## src/rtl/mdt_pkg.sv

```systemverilog
package mdt_pkg;

    localparam int PRE_W_DEFAULT  = 8;
    localparam int EXT_W_DEFAULT  = 4;
    localparam int SYNC_N_DEFAULT = 2;

    // Two-sample history of the synchronized tick.
    typedef struct packed {
        logic newest;
        logic older;
    } tick_hist_t;

    function automatic logic hist_rise(input tick_hist_t h);
        return h.newest & ~h.older;
    endfunction

    function automatic tick_hist_t hist_shift(input tick_hist_t h, input logic sample);
        tick_hist_t n;
        n.newest = sample;
        n.older  = h.newest;
        return n;
    endfunction

endpackage

```

## src/rtl/mdt_edge_pulse.sv

```systemverilog
module mdt_edge_pulse
    import mdt_pkg::*;
#(
    parameter int SYNC_N = SYNC_N_DEFAULT
) (
    input  logic clk,
    input  logic rst,
    input  logic tick_in,
    output logic pulse_o
);

    logic [SYNC_N-1:0] sync_q;
    tick_hist_t        hist_q;

    generate
        if (SYNC_N == 1) begin : g_one
            always_ff @(posedge clk) begin
                if (rst) sync_q <= '0;
                else     sync_q <= tick_in;
            end
        end else begin : g_chain
            always_ff @(posedge clk) begin
                if (rst) sync_q <= '0;
                else     sync_q <= {sync_q[SYNC_N-2:0], tick_in};
            end
        end
    endgenerate

    always_ff @(posedge clk) begin
        if (rst) hist_q <= '0;
        else     hist_q <= hist_shift(hist_q, sync_q[SYNC_N-1]);
    end

    assign pulse_o = hist_rise(hist_q);

endmodule

```

## src/rtl/mdt_prescaler.sv

```systemverilog
module mdt_prescaler #(
    parameter int W = 8
) (
    input  logic         clk,
    input  logic         rst,
    input  logic         clear,
    input  logic         step,
    output logic [W-1:0] cnt_o,
    output logic         carry_o,
    output logic         done_o
);

    localparam logic [W-1:0] TOP = {W{1'b1}};

    logic [W-1:0] cnt_q;
    logic         done_q;
    logic         at_top;

    assign at_top  = (cnt_q == TOP);
    assign carry_o = step & at_top & ~clear;

    always_ff @(posedge clk) begin
        if (rst || clear) begin
            cnt_q  <= '0;
            done_q <= 1'b0;
        end else begin
            if (step) cnt_q <= cnt_q + 1'b1;
            if (step && cnt_q == TOP - 1'b1) done_q <= 1'b1;
        end
    end

    assign cnt_o  = cnt_q;
    assign done_o = done_q;

endmodule

```

## src/rtl/mdt_extender.sv

```systemverilog
module mdt_extender #(
    parameter int W = 4
) (
    input  logic         clk,
    input  logic         rst,
    input  logic         clear,
    input  logic         step,
    output logic [W-1:0] cnt_o,
    output logic [W-1:0] flags_o
);

    logic [W-1:0] cnt_q;
    logic [W-1:0] cnt_nx;
    logic [W-1:0] flag_q;

    assign cnt_nx = step ? cnt_q + 1'b1 : cnt_q;

    always_ff @(posedge clk) begin
        if (rst || clear) cnt_q <= '0;
        else              cnt_q <= cnt_nx;
    end

    generate
        for (genvar i = 0; i < W; i++) begin : g_flag
            always_ff @(posedge clk) begin
                if (rst || clear)   flag_q[i] <= 1'b0;
                else if (cnt_nx[i]) flag_q[i] <= 1'b1;
            end
        end
    endgenerate

    assign cnt_o   = cnt_q;
    assign flags_o = flag_q;

endmodule

```

## src/rtl/motion_delay_timer.sv

```systemverilog
module motion_delay_timer
    import mdt_pkg::*;
#(
    parameter int PRE_W  = PRE_W_DEFAULT,
    parameter int EXT_W  = EXT_W_DEFAULT,
    parameter int SYNC_N = SYNC_N_DEFAULT
) (
    input  logic             clk,
    input  logic             rst,
    input  logic             tick_in,
    input  logic             restart,
    output logic             short_done,
    output logic [EXT_W-1:0] long_done
);

    logic             tick_pulse;
    logic             pre_carry;
    logic [PRE_W-1:0] pre_cnt;
    logic [EXT_W-1:0] ext_cnt;

    mdt_edge_pulse #(.SYNC_N(SYNC_N)) u_edge (
        .clk     (clk),
        .rst     (rst),
        .tick_in (tick_in),
        .pulse_o (tick_pulse)
    );

    mdt_prescaler #(.W(PRE_W)) u_pre (
        .clk     (clk),
        .rst     (rst),
        .clear   (restart),
        .step    (tick_pulse),
        .cnt_o   (pre_cnt),
        .carry_o (pre_carry),
        .done_o  (short_done)
    );

    mdt_extender #(.W(EXT_W)) u_ext (
        .clk     (clk),
        .rst     (rst),
        .clear   (restart),
        .step    (pre_carry),
        .cnt_o   (ext_cnt),
        .flags_o (long_done)
    );

endmodule

```

## config.mk

```make
export PLATFORM = sky130hd
export DESIGN_NAME = motion_delay_timer
export DESIGN_NICKNAME = d
export VERILOG_FILES = /design/src/rtl/mdt_pkg.sv /design/src/rtl/mdt_edge_pulse.sv /design/src/rtl/mdt_prescaler.sv /design/src/rtl/mdt_extender.sv /design/src/rtl/motion_delay_timer.sv
export SDC_FILE = /design/constraint.sdc
export NUM_CORES = 1
export LEC_CHECK = 0
export ABC_AREA = 1
export BUFFER_PORTS_ARGS = -buffer_cell sky130_fd_sc_hd__buf_2
export CAP_MARGIN = 20
export CORE_UTILIZATION = 35
export CTS_CLUSTER_DIAMETER = 40
export CTS_CLUSTER_SIZE = 24
export DETAILED_ROUTE_END_ITERATION = 8
export PLACE_DENSITY = 0.62
export SYNTH_ARGS = -nofsm -noshare
export SYNTH_HDL_FRONTEND = slang
export SYNTH_SLANG_ARGS = --single-unit
```

## constraint.sdc

```tcl
create_clock -name clk -period 1.9 [get_ports clk]
set_clock_uncertainty 0.15 [all_clocks]
set_input_delay 0.19 -clock clk [delete_from_list [all_inputs] [get_ports clk]]
set_output_delay 0.19 -clock clk [all_outputs]
set_load 0.005 [all_outputs]
```

* Word-level counts from Yosys, hierarchy flattened
Cells that the tools add are included.
** Word-level totals
- Input port bits :: 4
- Logic and storage cells :: 22
- Output and inout bits :: 5
- Register bits after elaboration :: 21
** Cells by class
- $add $sub $neg :: 2
- Equal/unequal tests :: 2
- Reductions and logical operators :: 2
- Multiplexer cells :: 1
- Bitwise logic cells :: 5
** Operators by type and width (number)
- == test 8 bit (second input constant) :: 2
- adder 8 x 1 -> 8 bit (second input constant) :: 1
- adder 4 x 1 -> 4 bit (second input constant) :: 1
- two-way mux 4 bit :: 1
- AND 1 bit :: 3
- NOT 1 bit :: 2
- logical AND 1 bit :: 1
- logical OR 1 bit :: 1

* Depth between registers and ports, before layout
Gate-level depths: netlist of run 1.
- Depth in word-level cells :: 5
- Depth in mapped cells :: 9
- Mapped depth without buffers :: 9

* Modules after synthesis
A second synthesis of run 1 with hierarchy kept.
** Second synthesis, totals
- Cell total of the unflattened synthesis :: 111
- Area total of the unflattened synthesis :: 865.8 um^2
** Modules (own cells, without submodules)
- mdt_prescaler :: seq. area each 180.2 um^2, cells each 62, area an instance 446.7 um^2, instances 1
- mdt_extender :: seq. area each 160.2 um^2, cells each 36, area an instance 305.3 um^2, instances 1
- mdt_edge_pulse :: seq. area each 80.1 um^2, cells each 13, area an instance 113.9 um^2, instances 1

* Worst setup path before layout of run 1
OpenSTA, ideal clock, no wires.
- Path type :: reg2reg
- Start :: register u_pre.cnt_q[0] (netlist: u_pre.cnt_o[0])
- End :: register u_ext.flag_q[0] (netlist: u_ext.flags_o[0])
- Slack :: 0.558 ns
- Cell stages (with the launch flop) :: 9
- Data arrival time :: 1.070 ns
- Setup time :: 0.121 ns
- Required time :: 1.629 ns
- Period minus slack after synthesis :: 1.342 ns
- Path buffers :: 0
- Path through :: dfxtp_1 > ha_1 > inv_1 > nor2_1 > nand2_1 > nor2_2 > nand2_1 > nand2_1 > o21ai_1
** On the way
- Longest elaborated chain between the ends :: 4
** RTL lines
- start, declared :: line mdt_prescaler.sv:15 : logic [W-1:0] cnt_q;
- start signal, assigned :: line mdt_prescaler.sv:27 : if (step) cnt_q <= cnt_q + 1'b1;
- == test 8 bit :: line mdt_prescaler.sv:19 : assign at_top = (cnt_q == TOP);
- AND 1 bit (2 in series) :: line mdt_prescaler.sv:20 : assign carry_o = step & at_top & ~clear;
- two-way mux 4 bit :: line mdt_extender.sv:16 : assign cnt_nx = step ? cnt_q + 1'b1 : cnt_q;
- end signal, assigned by index :: line mdt_extender.sv:26 : if (rst || clear) flag_q[i] <= 1'b0;
- end signal, assigned by index :: line mdt_extender.sv:27 : else if (cnt_nx[i]) flag_q[i] <= 1'b1;
- end, declared :: line mdt_extender.sv:14 : logic [W-1:0] flag_q;
No other way between the ends.
A chain may end at the register's enable or synchronous reset.

* Worst setup path in the final report of run 1
Same ends and word-level chain as after synthesis.

==> results of run 1 <==
## placed cells by master (no fill, tap or decap), types with 5 or more instances in the layout
cell,synthesis,routed
inv_1,22,22
nand2_1,27,27
nor2_1,13,13
nand3_1,5,5
a21oi_1,6,6
dfxtp_1,21,21
buf_2,1,8
## stage by stage
stage | utilization (%) | area (um2) | setup WS (ns)
6_report | 42.8 | 1070 | 0.430
2_1_floorplan | - | 936 | 0.558
4_1_cts | 42.8 | 1070 | 0.417
3_3_place_gp | 40.9 | 1020 | 0.470
5_1_grt | 42.8 | 1070 | 0.279
3_5_place_dp | 40.9 | 1020 | 0.448
## worst max path at each step
| stage | to | slack (ns) | depth (start not counted) | startpoint |
|---|---|---|---|---|
| detailed placement | u_ext.flags_o[3]$_SDFFE_PP0P_ | 0.45 | 7 | u_pre.cnt_o[0]$_SDFFE_PP0P_ |
| global placement | u_ext.flags_o[0]$_SDFFE_PP0P_ | 0.47 | 8 | u_pre.cnt_o[0]$_SDFFE_PP0P_ |
| CTS | u_ext.flags_o[3]$_SDFFE_PP0P_ | 0.42 | 7 | u_pre.cnt_o[0]$_SDFFE_PP0P_ |
| finish | u_ext.flags_o[0]$_SDFFE_PP0P_ | 0.43 | 7 | u_pre.cnt_o[0]$_SDFFE_PP0P_ |
| global route | u_ext.flags_o[0]$_SDFFE_PP0P_ | 0.28 | 7 | u_pre.cnt_o[1]$_SDFFE_PP0P_ |
| floorplan | u_ext.flags_o[0]$_SDFFE_PP0P_ | 0.56 | 8 | u_pre.cnt_o[0]$_SDFFE_PP0P_ |
## report_power, final
group / total, W / leakage, nW / switching [W] / internal [W]
clock: 0.000214 / 0.0177 / 0.000136 / 0.0000786
combinational: 0.0000289 / 0.276 / 0.0000169 / 0.0000120
sequential: 0.000445 / 0.170 / 0.00000164 / 0.000444
total: 0.000688 / 0.463 / 0.000154 / 0.000534
## area by class of cell
type	instances	share of cell area, %
clock buffer	3	2.10
timing repair buffer	12	7.01
clock inverter	1	0.467
tap	30	3.50
multi-input combinational	78	39.6
sequential	21	39.3
inverter	23	8.06
## routing by layer
metal	up-vias	part of all wire, %
met5	-	0
met4	0	1.3
met1	318	50
met2	9	45
li1	408	-
met3	5	4.0
## cell families after synthesis
| kind of cell | Yosys count | share of synthesized area, % |
|---|---|---|
| adder cells (fa/ha/maj) | 3 | 4.01 |
| XOR/XNOR | 1 | 0.936 |
| buffers and inverters | 24 | 9.76 |
| flip-flops | 21 | 44.9 |
| AND/OR/NAND/NOR | 60 | 32.4 |
| AO/OA/AOI/OAI | 14 | 8.02 |
## state kept, by name, summed over array words and instances (netlist names)
name and count:
u_edge.hist_q 2, u_ext.flags_o 4, u_pre.done_o 1, u_ext.cnt_o 4
u_edge.sync_q 2, u_pre.cnt_o 8
## critical path: cells and delay by family (launching register included)
family / cells / cell delay (ns)
flip-flops: 1 / 0.42
adder cells (fa/ha/maj): 1 / 0.23
AND/OR/NAND/NOR: 5 / 0.49
AO/OA/AOI/OAI: 1 / 0.13
==> qor.yml, run 1 <==
synth:
  synth.most_common_cell: "nand2_1"
  yosys_warnings: 0
  synth_edf_count: 0
  synthTopCellsByCount: "nand2_1, inv_1, dfxtp_1, nor2_1, a21oi_1"
  syn_avg_cell_area_um2: 7.61
  async_flop_share_pct: 0
  ys_seq_area_share_pct: 44.9
  ys_ff_latch: 21
  synthesis.nets: 130
  synth_area_leaders: "dfxtp_1, nand2_1, inv_1"
  yosysTopAreaCell: "dfxtp_1"
  ys_types: 21
  syn-cell-area_um2: 936
  postSynthCellCount: 123
  synth.top_cell.area_share_pct: 44.9
  synthFlopType: "dfxtp_1"
cells_and_area:
  nets: 146
  area_delta_synth_final_pct: 14.4
  fillCellCount: 269
  final_layout_size_suffix_gt1_share_pct: 19.6
  finalNonFillerCells: 168
  final-seq-area_um2: 420
  multi_input_area_um2: 424
  insertedDiodeCount: 0
global_route:
  grt_max_degree: 13
  grt_pass1_vias: 670
  top_usage_layer: "met2"
  grtUsageMet1_pct: 15.6
  grt_pass1_wl_um: 2760
  use_met3_pct: 5.93
  global_route.usage.met2_pct: 21.8
  grtUsageTotal_pct: 13.6
  grt_overflow: 0
  antenna_found_initial: 0
setup_path:
  max_stage_delay_ns: 0.42
  cp_cell_sequence: "ha_1 > nand3_2 > nor2_4 > nand3_2 > nand2_1 > nand2_1 > o21ai_1"
  crit_path_max_fanout: 5
  required_ns: 1.99
  r2r_slack_ns: 0.43
  crit_type: "reg -> reg"
  rr_startpoint: "u_pre.cnt_o[0]$_SDFFE_PP0P_"
  slowest_stage: "dfxtp_1"
  startpoint_type: "flip-flop"
  critical_path_arrival_ns: 1.56
  reg2reg_to: "u_ext.flags_o[0]$_SDFFE_PP0P_"
  ff2ff_path_depth: 7
  cp-end-kind: "flip-flop"
cts:
  cts_resized: 0
  clock-sinks: 21
  cts_tree: "yes"
  cts_root_buffer: "clkbuf_4"
  clockBufferDepth: 2
  htreeDepth: 1
  cts_setup_buffers: 0
  clkTransAtPathRegs_ns: 0.12
  cts_buffers: 3
  insertion_delay_ns: 0.31
  ctsHoldBuffers: 2
detailed_routing:
  drt-total-wl_um: 1520
  vias: 740
  first_pass_iters: 4
  drc_errors: 0
  drt_iter0_drc: 12
  avgRoutedWirePerCell_um: 9.02
  antenna_left: 0
  viasPerCell: 4.40
timing:
  setup_tns_ns: 0
  relSlewSlack_pct: 84.1
  finalSetupViolCount: 0
  finalCritPeriodShare_pct: 77.3
  slew_viol_final: 0
  finalCriticalPeriod_ns: 1.47
  fmax_mhz: 680
  rsz0062_at_grt: "no"
  tightestPinTransition_ns: 0.239
  hold_viol: 0
  hold_ws_ns: 0.124
min_path:
  hold_depth: 5
  min_to: "u_ext.cnt_o[2]$_SDFF_PP0_"
  hp-start: "restart"
  holdCritPathClass: "in -> reg"
die:
  coreArea_um2: 2500
  ios: 9
  die_h_um: 53.7
  initial_core_util_pct: 37.4
  dieArea_um2: 2880
  num_rows: 18
  die_x_um: 53.7
power:
  p_total_w: 0.000688
  vdd_drop_max_v: 0.000455
  p_leak_nw: 0.463
  powerDensity_nw_per_um2: 643
placed_design:
  hpwl_um: 1170
  io_buffers: 8
  placedCellCount: 162
  place_congestion: 0.802
job:
  drv_cap: 0
outcome:
  status: "completed"
Power figures use the tool's default switching activity.
==> run 2, diff against run 1 <==
- PLACE_DENSITY: 0.62 -> 0.64
- clock period: 1.9 -> 1.3 ns (I/O delays scaled with it)
==> run 2 against run 1 <==
  * The flow now finishes with violations (negative setup slack)
  * Final cell count increased by 4.2%
  * Worst setup slack got worse by 0.45 ns
  * Fmax is 11% higher
  * Via count increased by 5.4%
  * Routed wire length grew 9.0%
  * Clock power grew 43%
  * Largest cell class unchanged
  * Largest power group unchanged
==> qor.yml, run 2 (synthesis results as in run 1) <==
outcome:
  status: "finished with violations"
  violations: "negative setup slack"
timing:
  finalCritPeriodShare_pct: 102  # +24 points
  rsz0062_at_grt: "yes"
  relSlewSlack_pct: 82.5  # -1.5 points
  slew_viol_final: 0  # unchanged
  fmax_mhz: 758  # +11%
  finalSetupViolCount: 3  # +3
  hold_viol: 0  # unchanged
  timing.final.ws_setup_ns: -0.0200  # -0.450 ns
  hold_ws_ns: 0.0825  # -0.0420 ns
  tightestPinTransition_ns: 0.262  # +0.0230 ns
  finalCriticalPeriod_ns: 1.32  # -0.150 ns
power:
  seq_power_share_pct: 64.7  # about the same
  p_total_w: 0.00101  # +46%
  power_switching_w: 0.000218  # +41%
  comb_power_share_pct: 4.7  # +0.5 points
  p_leak_nw: 0.499  # +7.8%
  powerDensity_nw_per_um2: 856  # +33%
  clkPwrFrac_pct: 30.5  # -0.6 points
  internal-power_w: 0.000788  # +48%
  vdd_drop_max_v: 0.000483  # +6.2%
  p_sw_share_pct: 21.6  # -0.77 points
setup_path:
  cp_cell_sequence: "ha_4 > nand3_4 > nor2_4 > nand3_2 > nand2_1 > nand2_2 > o21ai_1"
  startpoint_type: "flip-flop"
  crit_family: "simple AND/OR/NAND/NOR gates"
  crit_path_max_fanout: 5  # unchanged
  cp-end-kind: "flip-flop"
  max_stage_delay_ns: 0.37  # -0.05 ns
  critical_path_arrival_ns: 1.41  # -0.15 ns
  path_buf_inv: 0  # unchanged
  required_ns: 1.39  # -0.60 ns
  crit_type: "reg -> reg"
  ff2ff_path_depth: 7  # unchanged
  slowest_stage: "dfxtp_2"
  cp.depth: 7  # unchanged
cells_and_area:
  mostFrequentLayoutCells: "nand2_1, inv_1, dfxtp_1"
  nets: 153  # +4.8%
  largest_register_ff_count: 8  # unchanged
  insertedDiodeCount: 0  # unchanged
  final_common_cell: "nand2_1"
  utilization_pct: 47.0  # +4.2 points
  final_layout_size_suffix_gt1_share_pct: 32.4  # +13 points
  area_delta_synth_final_pct: 25.5
  finalNonFillerCells: 175  # +4.2%
detailed_routing:
  drt_iter0_drc: 7  # -5
  antenna_left: 0  # unchanged
  vias: 780  # +5.4%
  avgRoutedWirePerCell_um: 9.44  # +4.7%
  viasPerCell: 4.46  # +1.2%
  drc_errors: 0  # unchanged
  first_pass_iters: 3  # -1
  drt-total-wl_um: 1650  # +9.0%
min_path:
  holdCritPathClass: "in -> reg"
  hold_depth: 5  # unchanged
placed_design:
  placedCellCount: 168  # +3.7%
  io_buffers: 8  # unchanged
  preCtsSetupSlack_ns: -0.0916  # -0.539 ns
  hpwl_um: 1200  # +2.6%
  place_congestion: 0.787  # -1.8%
die:
  dieArea_um2: 2880  # unchanged
  num_rows: 18  # unchanged
  die_h_um: 53.7  # unchanged
  ios: 9  # unchanged
  initial_core_util_pct: 37.4  # unchanged
  coreArea_um2: 2500  # unchanged
  die_x_um: 53.7  # unchanged
cts:
  insertion_delay_ns: 0.30  # about the same
  clkTransAtPathRegs_ns: 0.11  # about the same
  clockBufferDepth: 2  # unchanged
  clock-sinks: 21  # unchanged
  cts_tree: "yes"
  cts_buffers: 3  # unchanged
  cts_root_buffer: "clkbuf_4"
  htreeDepth: 1  # unchanged
global_route:
  grt_pass1_wl_um: 2970  # +7.7%
  grt_overflow: 0  # unchanged
  grtUsageTotal_pct: 14.3  # +0.71 points
  grt_max_degree: 12  # -1
  grt_pass1_vias: 733  # +9.4%
  antenna_found_initial: 0  # unchanged
job:
  drv_cap: 0  # unchanged
==> run 2: power groups by stage <==
stage                     clock, W  combinational [W]  sequential (W)
after floorplan                  0          0.0000216        0.000665
after global placement           0          0.0000388        0.000665
after detailed placement         0          0.0000396        0.000665
after CTS                 0.000316          0.0000444        0.000651
after global routing      0.000349          0.0000538        0.000652
final                     0.000307          0.0000475        0.000651
==> run 2: cell type report <==
| type | count | area [um2] |
|---|---|---|
| clock buffer | 4 | 26.3 |
| fill | 254 | 1330 |
| timing repair buffer | 19 | 128 |
| multi-input combinational | 78 | 467 |
| tap | 30 | 37.5 |
| sequential | 21 | 428 |
| inverter | 23 | 88.8 |
==> run 2: final timing paths <==
| path | endpoint | from | slack (ns) |
|---|---|---|---|
| min reg2reg | u_edge.hist_q[1]$_SDFF_PP0_ | u_edge.sync_q[1]$_SDFF_PP0_ | 0.27 |
| max reg2reg | u_ext.flags_o[1]$_SDFFE_PP0P_ | u_pre.cnt_o[0]$_SDFFE_PP0P_ | -0.02 |
| max | u_ext.flags_o[1]$_SDFFE_PP0P_ | u_pre.cnt_o[0]$_SDFFE_PP0P_ | -0.02 |
| min | u_pre.cnt_o[0]$_SDFFE_PP0P_ | rst | 0.08 |
==> run 2: tightest hold or removal path, cell delays in order <==
cell     delay (ns)
buf_2          0.09
nor2_1         0.06
buf_4          0.14
nand2_1        0.06
a21oi_1        0.03
==> run 2: metal layers <==
| metal | routed length (um) | vias up | track usage, % |
|---|---|---|---|
| met5 | 0 | - | 0 |
| met2 | 789 | 8 | 24.9 |
| li1 | - | 419 | - |
| met4 | 29 | 0 | 6.58 |
| met1 | 801 | 349 | 16.7 |
| met3 | 32 | 4 | 2.54 |
==> run 2: through the flow <==
| step | setup TNS, ns | cell area, um2 |
|---|---|---|
| after floorplan | 0 | 940 |
| after global placement | -0.100 | 1070 |
| after detailed placement | -0.393 | 1070 |
| after CTS | -0.0342 | 1140 |
| after global routing | -0.773 | 1170 |
| final | -0.0433 | 1170 |
==> run 2: repair_timing <==
item                       in CTS  in global routing
hold buffers                    2                  0
hold endpoints to repair        4                  0
setup endpoints to repair       9                 13
cloned                          0                  0
pin swaps                       8                  4
setup buffers                   0                  1
resized for setup               7                 10
==> run 3, diff against run 2 <==
- TNS_END_PERCENT: not set -> 10
==> run 3 against run 2 <==
  * The flow still finishes with violations (negative setup slack)
  * Clock power is essentially flat
  * Critical endpoint unchanged
  * Critical path depth grew 1
  * Register-to-register slack about the same
==> qor.yml, run 3 (synthesis results as in run 1) <==
outcome:
  status: "finished with violations"
  violations: "negative setup slack"
timing:
  hold_viol: 0  # unchanged
  tightestPinTransition_ns: 0.263  # +0.00163 ns
  timing.final.ws_setup_ns: -0.0264  # -0.00638 ns
  fmax_mhz: 754  # -0.48%
  finalCriticalPeriod_ns: 1.33  # +0.00638 ns
  finalSetupViolCount: 5  # +2
  hold_ws_ns: 0.0786  # -0.00392 ns
  slew_viol_final: 0  # unchanged
  finalCritPeriodShare_pct: 102  # +0.49 points
  setup_tns_ns: -0.0493  # -0.00608 ns
  relSlewSlack_pct: 82.4  # -0.11 points
  rsz0062_at_grt: "yes"
cells_and_area:
  fillCellCount: 257  # +1.2%
  fin_area_um2: 1150  # -2.1%
  final_layout_size_suffix_gt1_share_pct: 29.2  # -3.2 points
  final_common_cell: "nand2_1"
  area_delta_synth_final_pct: 22.9
  insertedDiodeCount: 0  # unchanged
  largest_register_ff_count: 8  # unchanged
  nets: 152  # -0.65%
  utilization_pct: 46.0  # -1.0 points
  mostFrequentLayoutCells: "nand2_1, inv_1, dfxtp_1"
placed_design:
  io_buffers: 8  # unchanged
  hpwl_um: 1200  # unchanged
  postPlaceCellArea_um2: 1070  # unchanged
  place_congestion: 0.787  # unchanged
die:
  num_rows: 18  # unchanged
  dieArea_um2: 2880  # unchanged
  coreArea_um2: 2500  # unchanged
  die_h_um: 53.7  # unchanged
  die_x_um: 53.7  # unchanged
  initial_core_util_pct: 37.4  # unchanged
  ios: 9  # unchanged
setup_path:
  crit_path_max_fanout: 3  # -2
  cp-end-kind: "flip-flop"
  startpoint_type: "flip-flop"
  required_ns: 1.34  # -0.05 ns
  ff2ff_path_depth: 8  # +1
  crit_type: "reg -> reg"
  max_stage_delay_ns: 0.37  # about the same
  slowest_stage: "dfxtp_2"
  cp_cell_sequence: "ha_4 > inv_1 > nor2_2 > nand2_1 > nor2_2 > nand2_1 > nand2_2 > o21ai_1"
  critical_path_arrival_ns: 1.37  # -0.04 ns
global_route:
  antenna_found_initial: 0  # unchanged
  grt_pass1_vias: 739  # +0.82%
  grt_max_degree: 12  # unchanged
  grtUsageTotal_pct: 14.3  # +0.059 points
  grt_pass1_wl_um: 2990  # +0.47%
  grt_overflow: 0  # unchanged
detailed_routing:
  vias: 778  # -0.26%
  first_pass_iters: 3  # unchanged
  drc_errors: 0  # unchanged
  drt_iter0_drc: 10  # +3
  viasPerCell: 4.47  # +0.32%
  avgRoutedWirePerCell_um: 9.48  # +0.39%
  drt-total-wl_um: 1650  # -0.18%
  antenna_left: 0  # unchanged
power:
  power_switching_w: 0.000219  # +0.74%
  p_leak_nw: 0.491  # -1.6%
  clkPwrFrac_pct: 30.8  # +0.3 points
  seq_power_share_pct: 64.7  # about the same
  vdd_drop_max_v: 0.000485  # +0.31%
  internal-power_w: 0.000787  # -0.19%
  comb_power_share_pct: 4.5  # -0.2 points
  p_sw_share_pct: 21.8  # +0.16 points
  powerDensity_nw_per_um2: 875  # +2.2%
min_path:
  holdCritPathClass: "in -> reg"
  hold_depth: 5  # unchanged
cts:
  clockBufferDepth: 2  # unchanged
  cts_root_buffer: "clkbuf_4"
  cts_tree: "yes"
  clock-sinks: 21  # unchanged
  clkTransAtPathRegs_ns: 0.12  # about the same
  htreeDepth: 1  # unchanged
  insertion_delay_ns: 0.30  # about the same
  cts_buffers: 3  # unchanged
job:
  drv_cap: 0  # unchanged
[run 3: cell count changes in the layout (fill, tap and decap cells not counted)]
cell	previous run	this run
dfxtp_1	15	17
dfxtp_2	6	4
inv_1	20	22
inv_2	2	0
nand2_2	4	6
buf_4	9	8
nand2_1	25	24
nand2_4	2	1
nand3_1	3	4
nand3_4	1	0
[run 3: metrics by stage]
| step | instances | setup slack, ns | total power, W |
|---|---|---|---|
| floorplan | 123 | 0.00693 | 0.000686 |
| CTS | 174 | -0.0278 | 0.00101 |
| finish | 174 | -0.0264 | 0.00101 |
| detailed placement | 168 | -0.0916 | 0.000705 |
| global route | 174 | -0.141 | 0.00105 |
| global placement | 168 | -0.0398 | 0.000703 |
[run 3: power groups by stage]
| stage | registers (W) | clock network [W] | logic [W] |
|---|---|---|---|
| 2_1_floorplan | 0.000665 | 0 | 0.0000216 |
| 3_3_place_gp | 0.000665 | 0 | 0.0000388 |
| 3_5_place_dp | 0.000665 | 0 | 0.0000396 |
| 4_1_cts | 0.000651 | 0.000316 | 0.0000444 |
| 5_1_grt | 0.000651 | 0.000349 | 0.0000518 |
| 6_report | 0.000651 | 0.000309 | 0.0000457 |
[run 3: final timing paths]
check,startpoint,to,slack [ns]
worst min register to register,u_edge.sync_q[1]$_SDFF_PP0_,u_edge.hist_q[1]$_SDFF_PP0_,0.27
worst max-delay path,u_pre.cnt_o[0]$_SDFFE_PP0P_,u_ext.flags_o[1]$_SDFFE_PP0P_,-0.03
worst max register to register,u_pre.cnt_o[0]$_SDFFE_PP0P_,u_ext.flags_o[1]$_SDFFE_PP0P_,-0.03
worst min-delay path,restart,u_ext.cnt_o[2]$_SDFF_PP0_,0.08
[run 3: area by class of cell]
type | instances | area (um2) | share of cell area, %
Tap cell | 30 | 37.5 | 3.26
Clock buffer | 4 | 26.3 | 2.29
Multi-Input combinational cell | 78 | 452 | 39.3
Timing Repair Buffer | 18 | 120 | 10.4
Inverter | 23 | 88.8 | 7.73
Sequential cell | 21 | 425 | 37.0
[run 3: routing by layer]
layer	track usage [%]	vias to the layer above	wire length (um)
li1	-	416	-
met3	2.54	5	35
met1	16.7	349	809
met4	6.58	0	34
met2	25.1	8	770
met5	0	-	0
[run 3: repair_timing]
item / in CTS / in global routing
endpoints found under the setup margin: 9 / 13
hold buffers: 2 / 0
setup buffers: 0 / 0
pin swaps: 3 / 5
hold endpoints to repair: 4 / 0
gates resized for setup: 3 / 8
[run 3: worst max-delay path, delay by kind of cell (launching register included)]
kind,cells,cell delay [ns]
AND/OR/NAND/NOR,5,0.44
AO/OA/AOI/OAI,1,0.06
adder cells (fa/ha/maj),1,0.15
flip-flops,1,0.37
buffers and inverters,1,0.05
